<file path="src/rtl/hseq_pkg.sv">
package hseq_pkg;
    localparam int NUM_LEVELS = 3;
    localparam int NUM_UOPS   = 5;

    typedef enum logic [1:0] {PG_IDLE, PG_P1, PG_P2} pg_state_t;
    typedef enum logic [2:0] {
        UOP_ADD  = 3'd0,
        UOP_SUB  = 3'd1,
        UOP_INC  = 3'd2,
        UOP_DEC  = 3'd3,
        UOP_XFER = 3'd4
    } uop_t;
    typedef enum logic {L3_READY, L3_WAIT} l3_state_t;
endpackage

</file>
<file path="src/rtl/hseq_phase_gen.sv">
module hseq_phase_gen
    import hseq_pkg::*;
#(
    parameter int SYNC_STAGES = 2
) (
    input  logic clk,
    input  logic rst_n,
    input  logic step_mode,
    input  logic step_in,
    output logic ph1,
    output logic ph2
);
    localparam int SYNC_W = SYNC_STAGES + 1;

    logic [SYNC_W-1:0] sync_q;
    logic              step_edge;
    pg_state_t         state, state_nx;

    always_ff @(posedge clk) begin
        if (!rst_n) sync_q <= '0;
        else        sync_q <= {sync_q[SYNC_W-2:0], step_in};
    end
    assign step_edge = sync_q[SYNC_W-2] & ~sync_q[SYNC_W-1];

    always_ff @(posedge clk) begin
        if (!rst_n) state <= PG_IDLE;
        else        state <= state_nx;
    end

    always_comb begin
        state_nx = state;
        unique case (state)
            PG_IDLE: if (!step_mode || step_edge) state_nx = PG_P1;
            PG_P1:   state_nx = PG_P2;
            PG_P2:   state_nx = (!step_mode || step_edge) ? PG_P1 : PG_IDLE;
            default: state_nx = PG_IDLE;
        endcase
    end

    always_comb begin
        ph1 = (state == PG_P1);
        ph2 = (state == PG_P2);
    end

    a_r1_no_overlap: assert property (@(posedge clk) disable iff (!rst_n)
        !(ph1 && ph2));
    a_r1_b_follows_a: assert property (@(posedge clk) disable iff (!rst_n)
        ph1 |=> ph2);
endmodule

</file>
<file path="src/rtl/hseq_level1.sv">
module hseq_level1 #(
    parameter int              CODE_W   = 8,
    parameter logic [CODE_W-1:0] STEP_INC = 8'h11
) (
    input  logic              clk,
    input  logic              rst_n,
    input  logic              ph1_en,
    input  logic              ph2_en,
    output logic [CODE_W-1:0] code,
    output logic              ee
);
    logic [CODE_W-1:0] master_q, slave_q;

    always_ff @(posedge clk) begin
        if (!rst_n) begin
            master_q <= '0;
            slave_q  <= '0;
        end else begin
            if (ph1_en) master_q <= slave_q + STEP_INC;
            if (ph2_en) slave_q  <= master_q;
        end
    end

    assign code = slave_q;
    // every level-1 task completes within its single phase pair
    assign ee   = 1'b1;

    a_r3_code_step: assert property (@(posedge clk) disable iff (!rst_n)
        !$stable(slave_q) |-> (slave_q == $past(slave_q) + STEP_INC));
endmodule

</file>
<file path="src/rtl/hseq_level2.sv">
module hseq_level2
    import hseq_pkg::*;
#(
    parameter int TASK_W  = 2,
    parameter int CNT_W   = 4,
    parameter int ROUTE_W = 4
) (
    input  logic               clk,
    input  logic               rst_n,
    input  logic [TASK_W-1:0]  task_f,
    input  logic [ROUTE_W-1:0] oper_f,
    input  logic               load_ph1,
    input  logic               step_ph1,
    input  logic               ph2_en,
    output logic [CNT_W-1:0]   count,
    output logic               ee,
    output uop_t               uop,
    output logic [ROUTE_W-1:0] route
);
    localparam int SUM_W = CNT_W + 1;

    logic [CNT_W-1:0] master_q, slave_q;
    logic [SUM_W-1:0] sum;
    logic [2:0]       sel;

    always_ff @(posedge clk) begin
        if (!rst_n) begin
            master_q <= '0;
            slave_q  <= '0;
        end else begin
            if (load_ph1)            master_q <= '0;
            else if (step_ph1 && !ee) master_q <= slave_q + 1'b1;
            if (ph2_en)              slave_q  <= master_q;
        end
    end

    assign count = slave_q;
    assign ee    = (slave_q == CNT_W'(task_f));

    // task-code machine: micro-op table
    always_comb begin
        sum = SUM_W'(task_f) + SUM_W'(slave_q);
        sel = 3'(sum % 5);
        unique case (sel)
            3'd0:    uop = UOP_ADD;
            3'd1:    uop = UOP_SUB;
            3'd2:    uop = UOP_INC;
            3'd3:    uop = UOP_DEC;
            3'd4:    uop = UOP_XFER;
            default: uop = UOP_ADD;
        endcase
    end

    // operand machine: routing value
    assign route = oper_f ^ ROUTE_W'(slave_q);

    a_r4_count_bound: assert property (@(posedge clk) disable iff (!rst_n)
        slave_q <= CNT_W'(task_f));
endmodule

</file>
<file path="src/rtl/hseq_level3.sv">
module hseq_level3
    import hseq_pkg::*;
#(
    parameter int ROUTE_W = 4
) (
    input  logic                clk,
    input  logic                rst_n,
    input  logic                ph1_en,
    input  logic                ph2_en,
    input  uop_t                uop_in,
    input  logic [ROUTE_W-1:0]  route_in,
    input  logic                xfer_ack,
    output logic [NUM_UOPS-1:0] strobe,
    output logic [ROUTE_W-1:0]  route,
    output logic                ee
);
    uop_t               m_uop;
    logic [ROUTE_W-1:0] m_route;
    l3_state_t          state, state_nx;

    always_ff @(posedge clk) begin
        if (!rst_n) state <= L3_READY;
        else        state <= state_nx;
    end

    always_comb begin
        state_nx = state;
        unique case (state)
            L3_READY: if (ph2_en && m_uop == UOP_XFER) state_nx = L3_WAIT;
            L3_WAIT:  if (xfer_ack) state_nx = L3_READY;
            default:  state_nx = L3_READY;
        endcase
    end

    always_ff @(posedge clk) begin
        if (!rst_n) begin
            m_uop   <= UOP_ADD;
            m_route <= '0;
            route   <= '0;
            strobe  <= '0;
        end else begin
            if (ph1_en) begin
                m_uop   <= uop_in;
                m_route <= route_in;
            end
            if (ph2_en) begin
                strobe <= NUM_UOPS'(1) << m_uop;
                route  <= m_route;
            end else begin
                strobe <= '0;
            end
        end
    end

    assign ee = (state == L3_READY);

    a_r6_onehot: assert property (@(posedge clk) disable iff (!rst_n)
        $onehot0(strobe));
    a_r6_single_cycle: assert property (@(posedge clk) disable iff (!rst_n)
        (strobe != '0) |=> (strobe == '0));
    a_r7_quiet_wait: assert property (@(posedge clk) disable iff (!rst_n)
        (state == L3_WAIT && $past(state == L3_WAIT)) |-> (strobe == '0));
endmodule

</file>
<file path="src/rtl/hier_sequencer.sv">
module hier_sequencer
    import hseq_pkg::*;
#(
    parameter int CODE_W  = 8,
    parameter int TASK_W  = 2,
    parameter int CNT_W   = 4,
    parameter int ROUTE_W = 4
) (
    input  logic                  clk,
    input  logic                  rst_n,
    input  logic                  step_mode,
    input  logic                  step_in,
    input  logic                  xfer_ack,
    output logic                  ph1,
    output logic                  ph2,
    output logic [NUM_LEVELS-1:0] eoe,
    output logic [CODE_W-1:0]     l1_code,
    output logic [CNT_W-1:0]      l2_count,
    output logic [NUM_UOPS-1:0]   strobe,
    output logic [ROUTE_W-1:0]    route
);
    localparam logic [CODE_W-1:0] STEP_INC = CODE_W'(8'h11);

    logic [NUM_LEVELS-1:0] eoe_i, gate, hold, ph1_l, ph2_l;
    uop_t                  l2_uop;
    logic [ROUTE_W-1:0]    l2_route;

    hseq_phase_gen #(.SYNC_STAGES(2)) u_phase (
        .clk(clk), .rst_n(rst_n), .step_mode(step_mode), .step_in(step_in),
        .ph1(ph1), .ph2(ph2)
    );

    // level j is enabled when its own flag and every deeper flag are high
    for (genvar j = 0; j < NUM_LEVELS; j++) begin : g_gate
        localparam logic [NUM_LEVELS-1:0] SHALLOW = NUM_LEVELS'((1 << j) - 1);
        assign gate[j] = &(eoe_i | SHALLOW);
        always_ff @(posedge clk) begin
            if (!rst_n)   hold[j] <= 1'b0;
            else if (ph1) hold[j] <= gate[j];
        end
        assign ph1_l[j] = ph1 & gate[j];
        assign ph2_l[j] = ph2 & hold[j];
    end

    hseq_level1 #(.CODE_W(CODE_W), .STEP_INC(STEP_INC)) u_lvl1 (
        .clk(clk), .rst_n(rst_n), .ph1_en(ph1_l[0]), .ph2_en(ph2_l[0]),
        .code(l1_code), .ee(eoe_i[0])
    );

    hseq_level2 #(.TASK_W(TASK_W), .CNT_W(CNT_W), .ROUTE_W(ROUTE_W)) u_lvl2 (
        .clk(clk), .rst_n(rst_n),
        .task_f(l1_code[TASK_W-1:0]), .oper_f(l1_code[CODE_W-1 -: ROUTE_W]),
        .load_ph1(ph1_l[1]), .step_ph1(ph1_l[2]), .ph2_en(ph2_l[2]),
        .count(l2_count), .ee(eoe_i[1]), .uop(l2_uop), .route(l2_route)
    );

    hseq_level3 #(.ROUTE_W(ROUTE_W)) u_lvl3 (
        .clk(clk), .rst_n(rst_n), .ph1_en(ph1_l[2]), .ph2_en(ph2_l[2]),
        .uop_in(l2_uop), .route_in(l2_route), .xfer_ack(xfer_ack),
        .strobe(strobe), .route(route), .ee(eoe_i[2])
    );

    assign eoe = eoe_i;

    a_r2_code_on_b: assert property (@(posedge clk) disable iff (!rst_n)
        !$stable(l1_code) |-> $past(ph2_l[0]));
    a_r2_pair_whole: assert property (@(posedge clk) disable iff (!rst_n)
        ph2_l[0] |-> $past(ph1_l[0]));
    a_r7_stall: assert property (@(posedge clk) disable iff (!rst_n)
        !eoe_i[2] |=> $stable(l1_code));
endmodule

</file>
<file path="config.mk">
export PLATFORM = sky130hd
export DESIGN_NAME = hier_sequencer
export DESIGN_NICKNAME = d
export VERILOG_FILES = /design/src/rtl/hseq_pkg.sv /design/src/rtl/hseq_phase_gen.sv /design/src/rtl/hseq_level1.sv /design/src/rtl/hseq_level2.sv /design/src/rtl/hseq_level3.sv /design/src/rtl/hier_sequencer.sv
export SDC_FILE = /design/constraint.sdc
export NUM_CORES = 1
export LEC_CHECK = 0
export ABC_AREA = 1
export CAP_MARGIN = 15
export CORE_ASPECT_RATIO = 1.5
export CORE_UTILIZATION = 50
export CTS_CLUSTER_SIZE = 40
export DETAILED_ROUTE_END_ITERATION = 12
export PLACE_DENSITY_LB_ADDON = 0.05
export SKIP_CTS_REPAIR_TIMING = 1
export SLEW_MARGIN = 20
export SYNTH_ARGS = -nofsm -noshare
export SYNTH_HDL_FRONTEND = slang
export SYNTH_SLANG_ARGS = --single-unit
export TNS_END_PERCENT = 100
</file>
<file path="constraint.sdc">
create_clock -name clk -period 3.32 [get_ports clk]
set_clock_uncertainty 0.15 [all_clocks]
set_input_delay 0.664 -clock clk [delete_from_list [all_inputs] [get_ports clk]]
set_output_delay 0.664 -clock clk [all_outputs]
set_load 0.02 [all_outputs]
</file>
==> results_dict.tcl <==
set metrics [dict create \
    startpoint_type "register" \
    grt_max_degree 20 \
    violations "negative setup slack" \
    synth.most_common_cell "nand2_1" \
    setup-violations-final 3 \
    grt_pass1_wl_um 9790 \
    power_density_nw_per_um2 356 \
    leakage_uw 0.00142 \
    start_util_pct 52.5 \
    nets 396 \
    holdCritStartpoint "u_phase.sync_q[0]" \
    n_fill_cell 444 \
    vias_per_cell 5.06 \
    clk_latency_ns 0.31 \
    cp_max_fo 5 \
    root_buffer "clkbuf_8" \
    cp-startpoint "u_lvl2.count[0]" \
    ys_seq_area_share_pct 37.5 \
    portBuffers 29 \
    hold_class "reg2reg" \
    clk_path_buf_depth 2 \
    grt_overflow_total 0 \
    synthArstFlopShare_pct 0 \
    num_vias 2258 \
    ys.flop_type "dfxtp_1" \
    relSlewSlack_pct 55.2 \
    crit_type "reg2reg" \
    tightest_slew_ns 0.670 \
    fmax_mhz 291 \
    place_congestion 0.819 \
    critPathArrivalTime_ns 3.54 \
    antenna_found_initial 0 \
    r2r_cells 27 \
    routed_wl_um 5900 \
    numCtsBuffers 5 \
    die_w_um 60.5 \
    ant_nets 0 \
    synth_warnings 0 \
    grt_pass1_vias 2252 \
    dieArea_um2 5420 \
    regArea_um2 973 \
    ys_top_cells_by_area "dfxtp_1 37%, nand2_1 9.1%, a21oi_1 5.5%" \
    drt-initial-drc-count 79 \
    fp.dieH_um 89.7 \
    synth-seq-cells 48 \
    hold_depth 2 \
    antenna_cells 0 \
    worst_hold_slack_ns 0.282 \
    synth_nets 347 \
    yosysTopAreaCell "dfxtp_1" \
    clkTransAtPathRegs_ns 0.10 \
    cts_htree_levels 2 \
    irDropWorstVdd_v 0.000464 \
    hold_viol 0 \
    reg2reg_from "u_lvl2.count[0]" \
    synth_top_cell_area_share_pct 37.5 \
    num_rows 31 \
    whs_endpoint "u_phase.sync_q[1]" \
    core_um2 4890 \
    rsz0062_at_grt "true" \
    io_pins 31 \
    dr.pass1.iters 4 \
    synth_commonest_cells "62 x nand2_1, 48 x dfxtp_1, 35 x inv_1" \
    syn_inst 330 \
    area_growth_pct 31.5 \
    cp.required_ns 3.42 \
    cp-end-kind "register" \
    worst_slack_ns -0.113 \
    r2r-end "u_lvl3.m_uop[1]" \
    drive_above_1_share_pct 27.1 \
    grt_usage_pct 23.3 \
    synth_edf_count 0 \
    postSynthAreaPerCell_um2 7.77 \
    power.total_uw 1200 \
    drc 0 \
    multiInputGateArea_um2 1540 \
    period_needed_ns 3.43 \
    status "complete, but fails checks" \
    synth_cell_types 39 \
    final_core_util_pct 69.0 \
    cts_tree "yes" \
    dpl.hpwl_um 4320 \
    numClockSinks 48 \
    post-route-period-util_pct 103 \
    rrSetupSlack_ns -0.11 \
    wl_per_cell_um 13.2 \
    syn_area_um2 2560 \
    slew_violations 0 \
    drv_cap 0 \
]
layer usage:
layer  vias up  wire length (um)  share of wire [%]  track usage, %
met5         -                 0                  0               0
met4         0                85                1.4            8.71
met3         8               135                2.3            3.60
met2        36              3260                 55            42.0
met1      1044              2410                 41            25.9
li1       1170                 -                  -               -
cell type report:
cell class                 count  share of cell area [%]
sequential                    48                    28.9
multi-input combinational    229                    45.6
timing repair buffer          52                    13.8
inverter                      43                    5.16
clock buffer                   5                    2.04
tap                           66                    2.45
clock inverter                 3                    2.04
metrics by stage:
stage / cells / TNS (ns) / instance area, um2 / setup WS [ns]
floorplan: 330 / -0.106 / 2630 / -0.0551
global placement: 436 / 0 / 3090 / 0.00673
detailed placement: 436 / -0.182 / 3090 / -0.100
CTS: 444 / -0.170 / 3230 / -0.103
global route: 446 / -0.877 / 3370 / -0.300
finish: 446 / -0.315 / 3370 / -0.113
where the power goes:
group / switching [uW] / internal, uW / leakage, uW / total (uW)
registers: 10.3 / 587 / 0.000392 / 598
logic: 60.9 / 38.0 / 0.000964 / 98.9
clock network: 202 / 303 / 0.0000687 / 505
cell usage in the layout, fill, tap and decap left out, types with 4 or more instances in the layout:
| cell type | count |
|---|---|
| a21oi_1 | 28 |
| buf_4 | 22 |
| clkbuf_8 | 5 |
| clkdlybuf4s50_1 | 29 |
| dfxtp_1 | 44 |
| ha_1 | 4 |
| ha_4 | 6 |
| inv_1 | 30 |
| inv_2 | 7 |
| nand2_1 | 53 |
| nand2_2 | 14 |
| nand2_4 | 11 |
| nand3_1 | 18 |
| nand3_2 | 8 |
| nand4_1 | 5 |
| nor2_1 | 22 |
| nor2_4 | 4 |
| o21ai_0 | 19 |
worst max-delay path, stage by stage, from the launching register on:
cell and delay [ns]:
dfxtp_4 0.36, ha_4 0.16, fa_2 0.40, xor2_4 0.18, inv_2 0.09, ha_4 0.14, inv_4 0.04, ha_4 0.22
inv_2 0.04, nand2_2 0.06, nand2_4 0.10, nand3_4 0.07, nor2_4 0.18, nor2_4 0.06, nand2_4 0.06, nand2_2 0.05
nand2_2 0.09, inv_4 0.05, ha_4 0.15, inv_2 0.05, nor2_2 0.03, inv_1 0.05, nand3_2 0.10, nand3_4 0.14
nand2_2 0.08, o21ai_2 0.07, nand3_2 0.09, a21oi_2 0.11
worst max-delay path by stage:
stage                      endpoint  cells after the start  slack, ns
floorplan           u_lvl3.m_uop[2]                     28      -0.06
detailed placement  u_lvl3.m_uop[1]                     25      -0.10
CTS                 u_lvl3.m_uop[1]                     25      -0.10
global route        u_lvl3.m_uop[1]                     27      -0.30
finish              u_lvl3.m_uop[1]                     27      -0.11
global placement    u_lvl3.m_uop[2]                     26      0.007
kinds of logic (layout without fill, tap and decap cells):
logic type      Yosys count  after routing  share of synthesized area (%)
flops                    48             48                           37.5
buf+inv                  53            103                           9.32
xor+xnor                  5              5                           2.44
other cells               1              1                          0.146
simple gates            145            145                           29.5
fa+ha+maj                12             12                           6.15
compound gates           66             66                           15.0
state kept, by name, summed over array words and instances, names as in the netlist:
register,count
u_phase.state,2
u_lvl3.route,4
u_lvl2.count,4
u_lvl1.master_q,8
hold,2
u_lvl3.m_uop,3
u_lvl2.master_q,4
u_lvl3.state,1
u_lvl1.code,8
u_lvl3.strobe,5
u_lvl3.m_route,4
u_phase.sync_q,3
(Power assumes the default switching activity.)
